## config.mk

```make
export PLATFORM = sky130hd
export DESIGN_NAME = fbdiv_top
export DESIGN_NICKNAME = d
export VERILOG_FILES = /design/src/rtl/fbdiv_pkg.sv /design/src/rtl/fbdiv_prescaler.sv /design/src/rtl/fbdiv_swallow.sv /design/src/rtl/fbdiv_cfg.sv /design/src/rtl/fbdiv_refdiv.sv /design/src/rtl/fbdiv_top.sv
export SDC_FILE = /design/constraint.sdc
export NUM_CORES = 1
export LEC_CHECK = 0
export BUFFER_PORTS_ARGS = -buffer_cell sky130_fd_sc_hd__clkbuf_2
export CORE_ASPECT_RATIO = 1.5
export CORE_MARGIN = 1
export CORE_UTILIZATION = 45
export CTS_CLUSTER_SIZE = 14
export DETAILED_ROUTE_END_ITERATION = 7
export PLACE_DENSITY = 0.72
export REMOVE_ABC_BUFFERS = 1
export SYNTH_ARGS = -nofsm -noshare
export SYNTH_HDL_FRONTEND = slang
export SYNTH_SLANG_ARGS = --single-unit
export TNS_END_PERCENT = 50
```

## constraint.sdc

```tcl
create_clock -name clk -period 1.29 [get_ports clk]
set_input_delay 0.258 -clock clk [delete_from_list [all_inputs] [get_ports clk]]
set_output_delay 0.258 -clock clk [all_outputs]
set_load 0.005 [all_outputs]
```

## src/rtl/fbdiv_pkg.sv

```systemverilog
package fbdiv_pkg;

  // Length of one prescaler cycle: short is the base modulus, long adds one.
  typedef enum logic {
    PS_SHORT = 1'b0,
    PS_LONG  = 1'b1
  } ps_len_e;

endpackage

```

## src/rtl/fbdiv_prescaler.sv

```systemverilog
module fbdiv_prescaler
  import fbdiv_pkg::*;
#(
  parameter int PRE_BASE = 6,
  parameter int PC_W     = 4
) (
  input  logic    clk,
  input  logic    rst_n,
  input  ps_len_e reload_len,
  input  logic    reload_dbl,
  output logic    uf
);

  localparam logic [PC_W-1:0] PC_MAX = PC_W'(2 * (PRE_BASE + 1) - 1);

  logic [PC_W-1:0] pc_q, pc_d;
  logic [PC_W-1:0] mod_w;
  logic [PC_W-1:0] reload_val;

  // Modulus of the next prescaler cycle.
  always_comb begin
    mod_w = PC_W'(PRE_BASE) + ((reload_len == PS_LONG) ? PC_W'(1) : PC_W'(0));
    if (reload_dbl) begin
      mod_w = mod_w << 1;
    end
    reload_val = mod_w - PC_W'(1);
  end

  always_comb begin
    uf   = (pc_q == '0);
    pc_d = uf ? reload_val : (pc_q - PC_W'(1));
  end

  always_ff @(posedge clk or negedge rst_n) begin
    if (!rst_n) begin
      pc_q <= '0;
    end else begin
      pc_q <= pc_d;
    end
  end

  // the prescaler count never leaves the doubled long-modulus range.
  p_pc_range_r2: assert property (@(posedge clk) disable iff (!rst_n)
    pc_q <= PC_MAX);

endmodule

```

## src/rtl/fbdiv_swallow.sv

```systemverilog
module fbdiv_swallow
  import fbdiv_pkg::*;
#(
  parameter int M_W = 6,
  parameter int A_W = 4
) (
  input  logic           clk,
  input  logic           rst_n,
  input  logic           uf,
  input  logic           load,
  input  logic [M_W-1:0] m_in,
  input  logic [A_W-1:0] a_in,
  input  logic           a_zero,
  output logic           last,
  output ps_len_e        next_len
);

  logic [M_W-1:0] mc_q, mc_d;
  logic [A_W-1:0] ac_q, ac_d;
  logic [A_W-1:0] ac_dec;

  always_comb begin
    ac_dec = (ac_q != '0) ? (ac_q - A_W'(1)) : '0;
    last   = (mc_q == '0);
  end

  // A new period always opens with a long cycle: either every cycle is
  // long (A = 0) or at least one long cycle is owed (A >= 1).
  always_comb begin
    if (load) begin
      next_len = PS_LONG;
    end else if (a_zero || (ac_dec != '0)) begin
      next_len = PS_LONG;
    end else begin
      next_len = PS_SHORT;
    end
  end

  always_comb begin
    mc_d = mc_q;
    ac_d = ac_q;
    if (load) begin
      mc_d = m_in;
      ac_d = a_in;
    end else if (uf) begin
      mc_d = mc_q - M_W'(1);
      ac_d = ac_dec;
    end
  end

  always_ff @(posedge clk or negedge rst_n) begin
    if (!rst_n) begin
      mc_q <= '0;
      ac_q <= '0;
    end else if (load || uf) begin
      mc_q <= mc_d;
      ac_q <= ac_d;
    end
  end

  // within a period the owed long-cycle count only falls.
  p_ac_monotone_r8: assert property (@(posedge clk) disable iff (!rst_n)
    !load |=> ac_q <= $past(ac_q));

endmodule

```

## src/rtl/fbdiv_cfg.sv

```systemverilog
module fbdiv_cfg #(
  parameter int M_W = 6,
  parameter int A_W = 4
) (
  input  logic           clk,
  input  logic           rst_n,
  input  logic           load,
  input  logic [M_W-1:0] m_in,
  input  logic [A_W-1:0] a_in,
  input  logic           dbl_in,
  output logic           dbl_act,
  output logic           a_zero,
  output logic           illegal
);

  localparam int CW = (M_W > A_W) ? M_W : A_W;

  logic dbl_q, dbl_d;
  logic az_q, az_d;
  logic ill_q, ill_d;

  always_comb begin
    dbl_d = dbl_q;
    az_d  = az_q;
    ill_d = ill_q;
    if (load) begin
      dbl_d = dbl_in;
      az_d  = (a_in == '0);
      ill_d = (CW'(a_in) > CW'(m_in));
    end
  end

  always_ff @(posedge clk or negedge rst_n) begin
    if (!rst_n) begin
      dbl_q <= 1'b0;
      az_q  <= 1'b0;
      ill_q <= 1'b0;
    end else if (load) begin
      dbl_q <= dbl_d;
      az_q  <= az_d;
      ill_q <= ill_d;
    end
  end

  assign dbl_act = dbl_q;
  assign a_zero  = az_q;
  assign illegal = ill_q;

  // the captured settings stay frozen between period boundaries.
  p_cfg_hold_r7: assert property (@(posedge clk) disable iff (!rst_n)
    !load |=> $stable({dbl_q, az_q, ill_q}));

endmodule

```

## src/rtl/fbdiv_refdiv.sv

```systemverilog
module fbdiv_refdiv #(
  parameter int R_W = 7
) (
  input  logic           clk,
  input  logic           rst_n,
  input  logic [R_W-1:0] r_in,
  output logic           ref_pulse
);

  logic [R_W-1:0] rc_q, rc_d;
  logic           first_q, first_d;
  logic           pulse_q, pulse_d;
  logic           term;

  always_comb begin
    term    = (rc_q == '0);
    rc_d    = term ? r_in : (rc_q - R_W'(1));
    pulse_d = term & ~first_q;
    first_d = term ? 1'b0 : first_q;
  end

  always_ff @(posedge clk or negedge rst_n) begin
    if (!rst_n) begin
      rc_q    <= '0;
      first_q <= 1'b1;
      pulse_q <= 1'b0;
    end else begin
      rc_q    <= rc_d;
      first_q <= first_d;
      pulse_q <= pulse_d;
    end
  end

  assign ref_pulse = pulse_q;

  // each reference pulse coincides with a reload from the setting.
  p_ref_reload_r6: assert property (@(posedge clk) disable iff (!rst_n)
    pulse_q |-> rc_q == $past(r_in));

endmodule

```

## src/rtl/fbdiv_top.sv

```systemverilog
module fbdiv_top
  import fbdiv_pkg::*;
#(
  parameter int M_W      = 6,
  parameter int A_W      = 4,
  parameter int R_W      = 7,
  parameter int PRE_BASE = 6
) (
  input  logic           clk,
  input  logic           rst_n,
  input  logic [M_W-1:0] m_in,
  input  logic [A_W-1:0] a_in,
  input  logic           dbl_in,
  input  logic [R_W-1:0] r_in,
  output logic           fb_pulse,
  output logic           ref_pulse,
  output logic           cfg_illegal
);

  localparam int PC_W = $clog2(2 * (PRE_BASE + 1));

  // Reset: asserted asynchronously, released after two clock edges.
  logic [1:0] rs_q;
  logic       rst_int;

  always_ff @(posedge clk or negedge rst_n) begin
    if (!rst_n) begin
      rs_q <= 2'b00;
    end else begin
      rs_q <= {rs_q[0], 1'b1};
    end
  end
  assign rst_int = rs_q[1];

  logic    uf;
  logic    last;
  logic    load;
  ps_len_e next_len;
  logic    dbl_act;
  logic    a_zero;
  logic    reload_dbl;

  assign load       = uf & last;
  assign reload_dbl = load ? dbl_in : dbl_act;

  fbdiv_prescaler #(
    .PRE_BASE (PRE_BASE),
    .PC_W     (PC_W)
  ) u_pre (
    .clk        (clk),
    .rst_n      (rst_int),
    .reload_len (next_len),
    .reload_dbl (reload_dbl),
    .uf         (uf)
  );

  fbdiv_swallow #(
    .M_W (M_W),
    .A_W (A_W)
  ) u_swl (
    .clk      (clk),
    .rst_n    (rst_int),
    .uf       (uf),
    .load     (load),
    .m_in     (m_in),
    .a_in     (a_in),
    .a_zero   (a_zero),
    .last     (last),
    .next_len (next_len)
  );

  fbdiv_cfg #(
    .M_W (M_W),
    .A_W (A_W)
  ) u_cfg (
    .clk     (clk),
    .rst_n   (rst_int),
    .load    (load),
    .m_in    (m_in),
    .a_in    (a_in),
    .dbl_in  (dbl_in),
    .dbl_act (dbl_act),
    .a_zero  (a_zero),
    .illegal (cfg_illegal)
  );

  fbdiv_refdiv #(
    .R_W (R_W)
  ) u_ref (
    .clk       (clk),
    .rst_n     (rst_int),
    .r_in      (r_in),
    .ref_pulse (ref_pulse)
  );

  // Output pulse register; the first terminal count after reset only
  // captures the settings and raises no pulse.
  logic fb_q, fb_d;
  logic first_q, first_d;

  always_comb begin
    fb_d    = load & ~first_q;
    first_d = load ? 1'b0 : first_q;
  end

  always_ff @(posedge clk or negedge rst_int) begin
    if (!rst_int) begin
      fb_q    <= 1'b0;
      first_q <= 1'b1;
    end else begin
      fb_q    <= fb_d;
      first_q <= first_d;
    end
  end

  assign fb_pulse = fb_q;

  // a feedback pulse never lasts into the following cycle.
  p_fb_single_r5: assert property (@(posedge clk) disable iff (!rst_int)
    fb_q |=> !fb_q);

  // nothing is flagged before the first settings are captured.
  p_reset_quiet_r1: assert property (@(posedge clk) disable iff (!rst_int)
    first_q |-> !cfg_illegal && !fb_q);

endmodule

```

# ---- After elaboration in Yosys (flattened, before gate mapping)
# Index checks and enable logic that the tools add are counted.
dict set report classes {
  bitwise 5
  add_sub_neg 6
  mux 12
  reduce_logical 10
  n_lt_le_gt_ge 1
}
# cell n
set ops {}
lappend ops {{$mux W4} 5}
lappend ops {{$mux W6} 2}
lappend ops {{$sub A4 B1 Y4 const B} 3}
lappend ops {{$logic_not A4 Y1} 2}
lappend ops {{$reduce_bool A4 Y1} 2}
lappend ops {{$logic_not A7 Y1} 1}
lappend ops {{$mux W7} 1}
lappend ops {{$sub A7 B1 Y7 const B} 1}
lappend ops {{$gt A4 B6 Y1} 1}
lappend ops {{$logic_not A6 Y1} 1}
lappend ops {{$sub A6 B1 Y6 const B} 1}
lappend ops {{$add A4 B4 Y4 const A} 1}
lappend ops {{$mux W1} 4}
lappend ops {{$and A1 B1 Y1} 3}
lappend ops {{$logic_or A1 B1 Y1} 2}
lappend ops {{$not A1 Y1} 2}
lappend ops {{$reduce_and A2 Y1} 1}
lappend ops {{$reduce_bool A2 Y1} 1}
dict set report word_totals {
  input_bits 20
  ff_bits 30
  wordCells 46
  out_inout_bits 3
}

# ---- Depth between registers and ports, before layout
# Gate-level depths: netlist of run 1.
dict set report depth {
  depth_word 11
  mapped_depth 9
  mapped_depth_nobuf 8
}

# ---- Modules after synthesis
# From an unflattened synthesis of run 1, not the netlist that was laid out.
dict set report hier_totals {
  cells_unflattened 160
  area_unflattened_um2 1632.8
}
# mod cells_per_inst seq_area_each_um2 area_each_um2 instances
set modules_own_cells {}
lappend modules_own_cells {fbdiv_swallow 63 250.2 603.1 1}
lappend modules_own_cells {fbdiv_refdiv 42 226.5 457.9 1}
lappend modules_own_cells {fbdiv_cfg 24 75.1 220.2 1}
lappend modules_own_cells {fbdiv_prescaler 21 100.1 210.2 1}
lappend modules_own_cells {fbdiv_top 10 101.3 141.4 1}

# ---- Worst setup path after synthesis of run 1
# OpenSTA, ideal clock, no wires.
dict set report synth_path {
  kind {reg2reg}
  from {register u_swl.mc_q[0]}
  to {register u_pre.pc_q[2]}
  arrival_ps 1843
  synth_period_minus_slack_ps 1965
  slack_ps -675
  t_required_ps 1168
  stages_incl_launch_ff 10
  path_buffers 1
  setup_time_ps 122
  cell_sequence {dfrtp_1 -> inv_1 -> ha_1 -> nor3b_4 -> and2_1 -> buf_4 -> nor4_1 -> nor3_1 -> ha_1 -> xnor2_1}
}
dict set report synth_via {
  elab_chain_len 8
  word_cells_on_any_way 9
  classes_between {add/sub (2); mux (5); bitwise (1); reduce/logical (1)}
}
# item line_no
set synth_rtl {}
lappend synth_rtl {{from (decl)} fbdiv_swallow.sv:18} ;# logic [M_W-1:0] mc_q, mc_d;
lappend synth_rtl {{from (signal assigned)} fbdiv_swallow.sv:56} ;# mc_q <= mc_d;
lappend synth_rtl {{$logic_not A6 Y1 *} fbdiv_swallow.sv:24} ;# last = (mc_q == '0);
lappend synth_rtl {{$and A1 B1 Y1 *} fbdiv_top.sv:43} ;# assign load = uf & last;
lappend synth_rtl {{$mux W1} fbdiv_swallow.sv:30} ;# if (load) begin
lappend synth_rtl {{$mux W1} fbdiv_prescaler.sv:22} ;# mod_w = PC_W'(PRE_BASE) + ((reload_len == PS_LONG) ? PC_W'(1) : PC_W'(0));
lappend synth_rtl {{$add A4 B4 Y4} fbdiv_prescaler.sv:22}
lappend synth_rtl {{$mux W4 *} fbdiv_prescaler.sv:23} ;# if (reload_dbl) begin
lappend synth_rtl {{$sub A4 B1 Y4 *} fbdiv_prescaler.sv:26} ;# reload_val = mod_w - PC_W'(1);
lappend synth_rtl {{$mux W4 *} fbdiv_prescaler.sv:31} ;# pc_d = uf ? reload_val : (pc_q - PC_W'(1));
lappend synth_rtl {{named net u_pre.pc_d[2]} fbdiv_prescaler.sv:16} ;# logic [PC_W-1:0] pc_q, pc_d;
lappend synth_rtl {{to (signal assigned)} fbdiv_prescaler.sv:38} ;# pc_q <= pc_d;
lappend synth_rtl {{to (decl)} fbdiv_prescaler.sv:16}
# Mark *: on every way through the listed nets, which the timed path passes. The rest lies on a longest branch.
# A chain may end at the register's enable or synchronous reset.

# ---- Worst setup path after layout of run 1
dict set report layout_path {
  from {register u_pre.pc_q[1]}
  to {register u_pre.pc_q[1]}
}
dict set report layout_via {
  elab_chain_len 8
  word_cells_on_any_way 10
  classes_between {add/sub (3); mux (5); bitwise (1); reduce/logical (1)}
}
# item line_no
set layout_rtl {}
lappend layout_rtl {{$logic_not A4 Y1} fbdiv_prescaler.sv:30} ;# uf = (pc_q == '0);
lappend layout_rtl {{$and A1 B1 Y1} fbdiv_top.sv:43}
lappend layout_rtl {{$mux W1} fbdiv_swallow.sv:30}
lappend layout_rtl {{$mux W1} fbdiv_prescaler.sv:22}
lappend layout_rtl {{$add A4 B4 Y4} fbdiv_prescaler.sv:22}
lappend layout_rtl {{$mux W4} fbdiv_prescaler.sv:23}
lappend layout_rtl {{$sub A4 B1 Y4} fbdiv_prescaler.sv:26}
lappend layout_rtl {{$mux W4 *} fbdiv_prescaler.sv:31}
lappend layout_rtl {{named net u_pre.pc_d[1]} fbdiv_prescaler.sv:16}
# Marks and branches as above.

==> impl_metrics.tcl, run 1 <==
set metrics [dict create \
    arrival_ns 1.94 \
    avgRoutedWirePerCell_um 15.2 \
    pwr-share-comb 0.569 \
    power_density_nw_per_um2 2240 \
    synth_warnings 0 \
    setup_viol 28 \
    r2r_end "u_pre.pc_q[1]" \
    drt-initial-drc-count 36 \
    core_area_sq_um 3420 \
    reg2reg_slack_ns -0.47 \
    row_count 26 \
    crit_required_ns 1.47 \
    status "finished, violations left" \
    swShare 0.372 \
    path_max_fanout 3 \
    clockRootBuffer "clkbuf_8" \
    grt_start_max_net_pins 29 \
    cp_cell_sequence "or4_4, nor4_4, nor3_2, ha_2, inv_2" \
    area_delta_synth_final_pct 51.2 \
    grtUsageTotal 0.247 \
    ios 23 \
    viasPerCell 5.42 \
    drtPass1Iterations 4 \
    critPathMaxStageDelay_ns 0.59 \
    max_freq_mhz 568 \
    worstSetupStartpointType "flip-flop" \
    gp_congestion 0.749 \
    nets 261 \
    final_cells 276 \
    grt_pass1_wl_um 6670 \
    fin_worst_hold_slack_ns 0.199 \
    die_area_sq_um 3810 \
    antenna_found_initial 0 \
    min_period_ns 1.76 \
    cp-startpoint "u_pre.pc_q[1]" \
    reg2reg_depth 5 \
    dp_hpwl_um 2790 \
    p_clk_frac 0.141 \
    htree_num_levels 2 \
    antenna_cells 0 \
    path_class "reg -> reg" \
    drc 0 \
    synth_cell_types 42 \
    seqCellArea_sq_um 753 \
    failed_checks "setup timing" \
    die_w_um 50.7 \
    cts_sinks 30 \
    cts_buffers 5 \
    hold_viol 0 \
    multi_input_area_sq_um 911 \
    start_util 0.470 \
    ys_seq_area_frac 0.470 \
    n_fill_cell 250 \
    worst_slack_ns -0.471 \
    syn_area_sq_um 1600 \
    internal_power_w 0.00341 \
    clk_path_buf_depth 2 \
    ys_seq_elements 30 \
    reg2reg_from "u_pre.pc_q[1]" \
    layout_commonest_cell "buf_4" \
    power_w 0.00543 \
    cts_tree "done" \
    rsz0062_at_grt "true" \
    maxCapViolations 0 \
    layout-drive-gt1-share 0.526 \
    clk_pin_slew_ns 0.06 \
    dp_cells 252 \
    syn_avg_cell_area_sq_um 10.6 \
    die_h_um 75.1 \
    mostFrequentLayoutCells "buf_4, dfrtp_1, clkbuf_2, nand2_1" \
    hold_class "in -> reg" \
    drtAntennaViolNets 0 \
    routed_wl_um 4200 \
    switchingPower_w 0.00202 \
    numPortBuffers 22 \
    critPathSlowestCell "or4_4" \
    post-route-period-util 1.37 \
    p_leak_nw 1.15 \
    gr-total-overflow 0 \
    peakVddDrop_mv 1.35 \
    finalMaxSlewViolations 0 \
    critPathCaptureType "flip-flop" \
    seqPwrFrac 0.291 \
    cp-endpoint "u_pre.pc_q[1]" \
    clock_latency_ns 0.28 \
    skew_ns 0.00781 \
    hold_depth 3 \
    vias 1496 \
    grt_pass1_vias 1518 \
    synthCells 152 \
]
-- worst min path at each step --
stage,from,endpoint,slack (ns)
5_1_grt,r_in[1],u_ref.rc_q[1],0.20
6_report,r_in[1],u_ref.rc_q[1],0.20
3_3_place_gp,rst_n,rs_q[1],0.05
3_5_place_dp,rst_n,rs_q[1],0.05
2_1_floorplan,rst_n,rs_q[0],-0.04
4_1_cts,r_in[1],u_ref.rc_q[1],0.20
-- flip-flops by register name, indices dropped and copies added, names as in the netlist, 2 cells and up --
name	flops
rs_q	2
u_pre.pc_q	4
u_ref.rc_q	7
u_swl.ac_q	4
u_swl.mc_q	6
-- power by group through the flow --
stage,registers (W),logic [W],clock network (W)
6_report,0.00158,0.00309,0.000765
5_1_grt,0.00161,0.00331,0.000827
4_1_cts,0.00156,0.00275,0.000784
3_5_place_dp,0.00154,0.00237,0
3_3_place_gp,0.00151,0.00224,0
2_1_floorplan,0.00166,0.00117,0
-- layout make-up --
type,instances,share of cell area
multi-input combinational,106,0.376
sequential,30,0.311
timing repair buffer,78,0.236
clock buffer,7,0.0356
tap,42,0.0217
inverter,12,0.0186
clock inverter,1,0.00206
-- metal layers --
| metal | track usage | wire [um] | share of wire | vias up |
|---|---|---|---|---|
| li1 | - | - | - | 712 |
| met3 | 0.0505 | 162 | 0.039 | 13 |
| met4 | 0.148 | 152 | 0.036 | 0 |
| met1 | 0.225 | 1430 | 0.34 | 720 |
| met2 | 0.490 | 2460 | 0.59 | 51 |
| met5 | 0 | 0 | 0 | - |
-- timing repair --
action                                  CTS  global route
hold buffers                              1             0
gates resized for setup                  32            15
endpoints found under the hold margin     2             0
cloned                                    0             0
pin swaps                                10            10
endpoints found under the setup margin   28            28
buffers inserted                          7            11
-- cell usage after synthesis (all sizes together) --
cell type  count  area, sq um
xor2           3         26.3
o311ai         2         32.5
a221oi         1         8.76
or4            2         18.8
or2            1         6.26
o21a           2         15.0
dfrtp         28          701
conb           1         3.75
nand4b         1         8.76
buf            4         28.8
a32o           2         20.0
mux2i          2         20.0
nor3           6         30.0
xnor2          1         8.76
nor4           6         67.6
a311o          1         10.0
nor3b          2         31.3
nand2         13         48.8
o21ai          6         30.0
and3           1         6.26
mux2           6         67.6
a211o          1         8.76
dfstp          2         52.6
nand3          7         35.0
a31oi          1         6.26
o22a           1         8.76
nand2b         1         6.26
a2111oi        1         8.76
nor2          11         41.3
o31ai          2         15.0
and2           3         18.8
a21oi          9         45.0
o22ai          1         6.26
ha             8          100
inv           12         45.0
o41ai          1         16.3
-- worst max-delay path: cells and delay by family (launching register included) --
family        cells  cell delay [ns]
fa+ha+maj         1             0.32
simple gates      3             0.93
flops             1             0.38
buf+inv           1             0.03
-- per-stage QoR --
step                      setup TNS (ns)   util  worst slack [ns]  instance area (sq um)
final                              -9.08  0.710            -0.471                   2420
after global routing              -11.13  0.710            -0.562                   2420
after CTS                          -8.26  0.678            -0.442                   2320
after detailed placement           -9.04  0.597            -0.507                   2040
after global placement             -7.54  0.597            -0.421                   2040
after floorplan                    -9.37      -            -0.678                   1580
-- kinds of logic after synthesis --
group,after synthesis,synth area share
AND/OR/NAND/NOR,54,0.199
AO/OA/AOI/OAI,31,0.144
flip-flops,30,0.470
buffers and inverters,16,0.0460
adder cells (fa/ha/maj),8,0.0624
multiplexers,8,0.0546
XOR/XNOR,4,0.0218
other,1,0.00234
Note: power is estimated with default switching activity, not from simulation.
==> run 2: changes to the inputs <==
SYNTH_HIERARCHICAL = 1   (was unset)
==> run 2 against run 1 <==
Sequential share of layout area shrank 0.50 points. Critical path type unchanged. Power shrank 44%. Largest cell class unchanged. Synthesized cell count grew 5.3%. Synthesized area grew 1.8%. Core utilization grew 0.49 points. Final cell count shrank 2.2%. The run still ends with setup timing left. Combinational power shrank 66%. First-iteration DRC count grew 17%. Non-clock buffer count shrank 13.
==> impl_metrics.tcl, run 2 <==
set metrics [dict create \
    crit_required_ns 1.45 \
    cpMostUsedCell "or3_4" \
    fin_worst_hold_slack_ns 0.205 \
    die_h_um 75.8 \
    setup_viol 27 \
    yosysTopAreaCellShare 0.429 \
    drt-initial-drc-count 42 \
    clock_latency_ns 0.28 \
    synth_cell_types 47 \
    dp_cells 254 \
    ios 23 \
    synth_top_cell_by_area "dfrtp_1" \
    critPathBufInv 0 \
    reg2reg_depth 7 \
    start_util 0.474 \
    mostFrequentLayoutCells "buf_4, dfrtp_1, clkbuf_2, nand2_1, o21ai_1" \
    largest_register_ffs 7 \
    switchingPower_w 0.000935 \
    drc 0 \
    multi_input_area_sq_um 1050 \
    arrival_ns 2.28 \
    reg2reg_slack_ns -0.83 \
    cts_buffers 5 \
    power_density_nw_per_um2 1220 \
    syn_area_sq_um 1630 \
    synth_enable_flop_cells 0 \
    critPathMaxStageDelay_ns 0.42 \
    worst_slack_ns -0.829 \
    peakVddDrop_mv 1.17 \
    regMostFlops "u_ref/rc_q" \
    antenna_found_initial 0 \
    clk_path_buf_depth 2 \
    final_util 0.715 \
    drtAntennaViolNets 0 \
    maxCapViolations 0 \
    min_from "r_in[3]" \
    layout-drive-gt1-share 0.557 \
    cts_sinks 30 \
    nets 256 \
    layout_commonest_cell "buf_4" \
    seqPwrFrac 0.387 \
    rsz0062_at_grt "true" \
    p_clk_frac 0.260 \
    max_freq_mhz 472 \
    p_leak_nw 1.11 \
    die_area_sq_um 3880 \
    status "finished, violations left" \
    gp_congestion 0.799 \
    post-route-period-util 1.64 \
    skew_ns 0.00502 \
    routed_wl_um 4410 \
    final_cells 270 \
    drtPass1Iterations 4 \
    numPortBuffers 22 \
    syn_avg_cell_area_sq_um 10.2 \
    path_max_fanout 3 \
    cts_tree "done" \
    core_area_sq_um 3450 \
    critPathCaptureType "flip-flop" \
    dp_hpwl_um 2770 \
    synth-async-reset-ratio 1.00 \
    largestRegisters "u_ref/rc_q: 7 flops, u_swl/mc_q: 6 flops" \
    gr-total-overflow 0 \
    min_period_ns 2.12 \
    area_delta_synth_final_pct 51.0 \
    clockRootBuffer "clkbuf_8" \
    seqCellArea_sq_um 753 \
    synthTopCellsByArea "dfrtp_1, ha_1, dfstp_2, xnor2_1, inv_1" \
    internal_power_w 0.00208 \
    failed_checks "setup timing" \
    synthCells 160 \
    post-place-ws_ns -0.886 \
    critPathSlowestCell "or3_4" \
    post-synth-top-count-cell "dfrtp_1" \
    grt_pass1_vias 1484 \
    htree_num_levels 2 \
    hold_class "in -> reg" \
    swShare 0.310 \
    avgRoutedWirePerCell_um 16.3 \
    antenna_cells 0 \
    grtUsageTotal 0.244 \
    r2r_end "u_pre/pc_q[2]" \
    finalMaxSlewViolations 0 \
    cp_cell_sequence "or3_4, or3_4, nand2b_4, a31oi_4, ha_4, nor4b_4, a211oi_2" \
    hold_viol 0 \
    crit_family "simple AND/OR/NAND/NOR gates" \
    vias 1451 \
    clk_pin_slew_ns 0.07 \
    pwr-share-comb 0.353 \
    ys_seq_area_frac 0.461 \
    synth_commonest_cells "dfrtp_1, inv_1, nand2_1" \
    worstSetupStartpointType "flip-flop" \
    synth_ff_type "dfrtp_1" \
    reg2reg_from "u_swl/ac_q[2]" \
    grt_pass1_wl_um 6610 \
    row_count 26 \
    hold_depth 2 \
    n_fill_cell 269 \
    holdPathEnd "u_ref/rc_q[3]" \
    path_class "reg -> reg" \
    ys_seq_elements 30 \
    synth_warnings 6 \
    grt_start_max_net_pins 29 \
    die_w_um 51.2 \
    viasPerCell 5.37 \
]
[run 2: cell count changes after synthesis, sizes merged, moves of 3 or more]
| cell | before | now |
|---|---|---|
| nand2b | 1 | 4 |
| nor4 | 6 | 3 |
| nor2 | 11 | 8 |
| nand3 | 7 | 1 |
| nor4b | 0 | 3 |
| or3 | 0 | 4 |
| a31oi | 1 | 4 |
| xnor2 | 1 | 6 |
| o21ai | 6 | 11 |
[run 2: worst reg2reg max path, stage by stage (launching register included)]
cell and delay, ns:
dfrtp_1 0.38, or3_4 0.39, or3_4 0.42, nand2b_4 0.16, a31oi_4 0.19, ha_4 0.16
nor4b_4 0.22, a211oi_2 0.07
[run 2: timing repair]
action                                  in CTS  in global routing
endpoints found under the setup margin      27                 27
hold buffers                                 1                  0
pin swaps                                   14                 13
setup buffers                                3                  5
endpoints found under the hold margin        2                  0
gates resized for setup                     41                 26
[run 2: logic make-up after synthesis]
kind of cell / count (synthesis) / share of synthesized area
AO/OA/AOI/OAI: 31 / 0.113
XOR/XNOR: 7 / 0.0375
adder cells (fa/ha/maj): 9 / 0.0690
buffers and inverters: 18 / 0.0529
flip-flops: 30 / 0.461
multiplexers: 7 / 0.0521
other: 1 / 0.00230
AND/OR/NAND/NOR: 57 / 0.211
[run 2: layout make-up]
class / instances / share of cell area
multi-input combinational: 112 / 0.425
sequential: 30 / 0.306
timing repair buffer: 65 / 0.191
clock buffer: 7 / 0.0350
tap: 42 / 0.0213
inverter: 13 / 0.0198
clock inverter: 1 / 0.00203
[run 2: power by group through the flow]
stage	logic [W]	registers (W)	clock network (W)
5_1_grt	0.00113	0.00117	0.000831
4_1_cts	0.000985	0.00115	0.000810
3_5_place_dp	0.000837	0.00115	0
6_report	0.00106	0.00117	0.000784
2_1_floorplan	0.000386	0.00118	0
3_3_place_gp	0.000788	0.00115	0
[run 2: how the worst max path moves through the flow]
stage                        startpoint             to  slack [ns]  cells after the start
after floorplan           u_pre/pc_q[3]  u_pre/pc_q[2]       -1.57                      9
after global placement    u_pre/pc_q[3]  u_pre/pc_q[2]       -0.80                      9
after detailed placement  u_pre/pc_q[3]  u_pre/pc_q[2]       -0.89                      9
after CTS                 u_swl/mc_q[0]  u_pre/pc_q[2]       -0.76                     12
after global routing      u_swl/ac_q[2]  u_pre/pc_q[2]       -0.89                      7
final                     u_swl/ac_q[2]  u_pre/pc_q[2]       -0.83                      7
[run 2: per-stage QoR]
| stage | total power, W | setup TNS [ns] | area [sq um] |
|---|---|---|---|
| floorplan | 0.00157 | -20.11 | 1600 |
| global placement | 0.00193 | -8.62 | 2020 |
| detailed placement | 0.00199 | -9.38 | 2020 |
| CTS | 0.00295 | -8.03 | 2300 |
| global route | 0.00313 | -10.69 | 2460 |
| finish | 0.00301 | -9.25 | 2460 |
[run 2: routing by layer]
| metal | share of wire | global-route usage | vias up |
|---|---|---|---|
| met4 | 0.031 | 0.160 | 0 |
| li1 | - | - | 688 |
| met2 | 0.58 | 0.469 | 32 |
| met1 | 0.36 | 0.224 | 719 |
| met3 | 0.025 | 0.0559 | 12 |
| met5 | 0 | 0 | - |
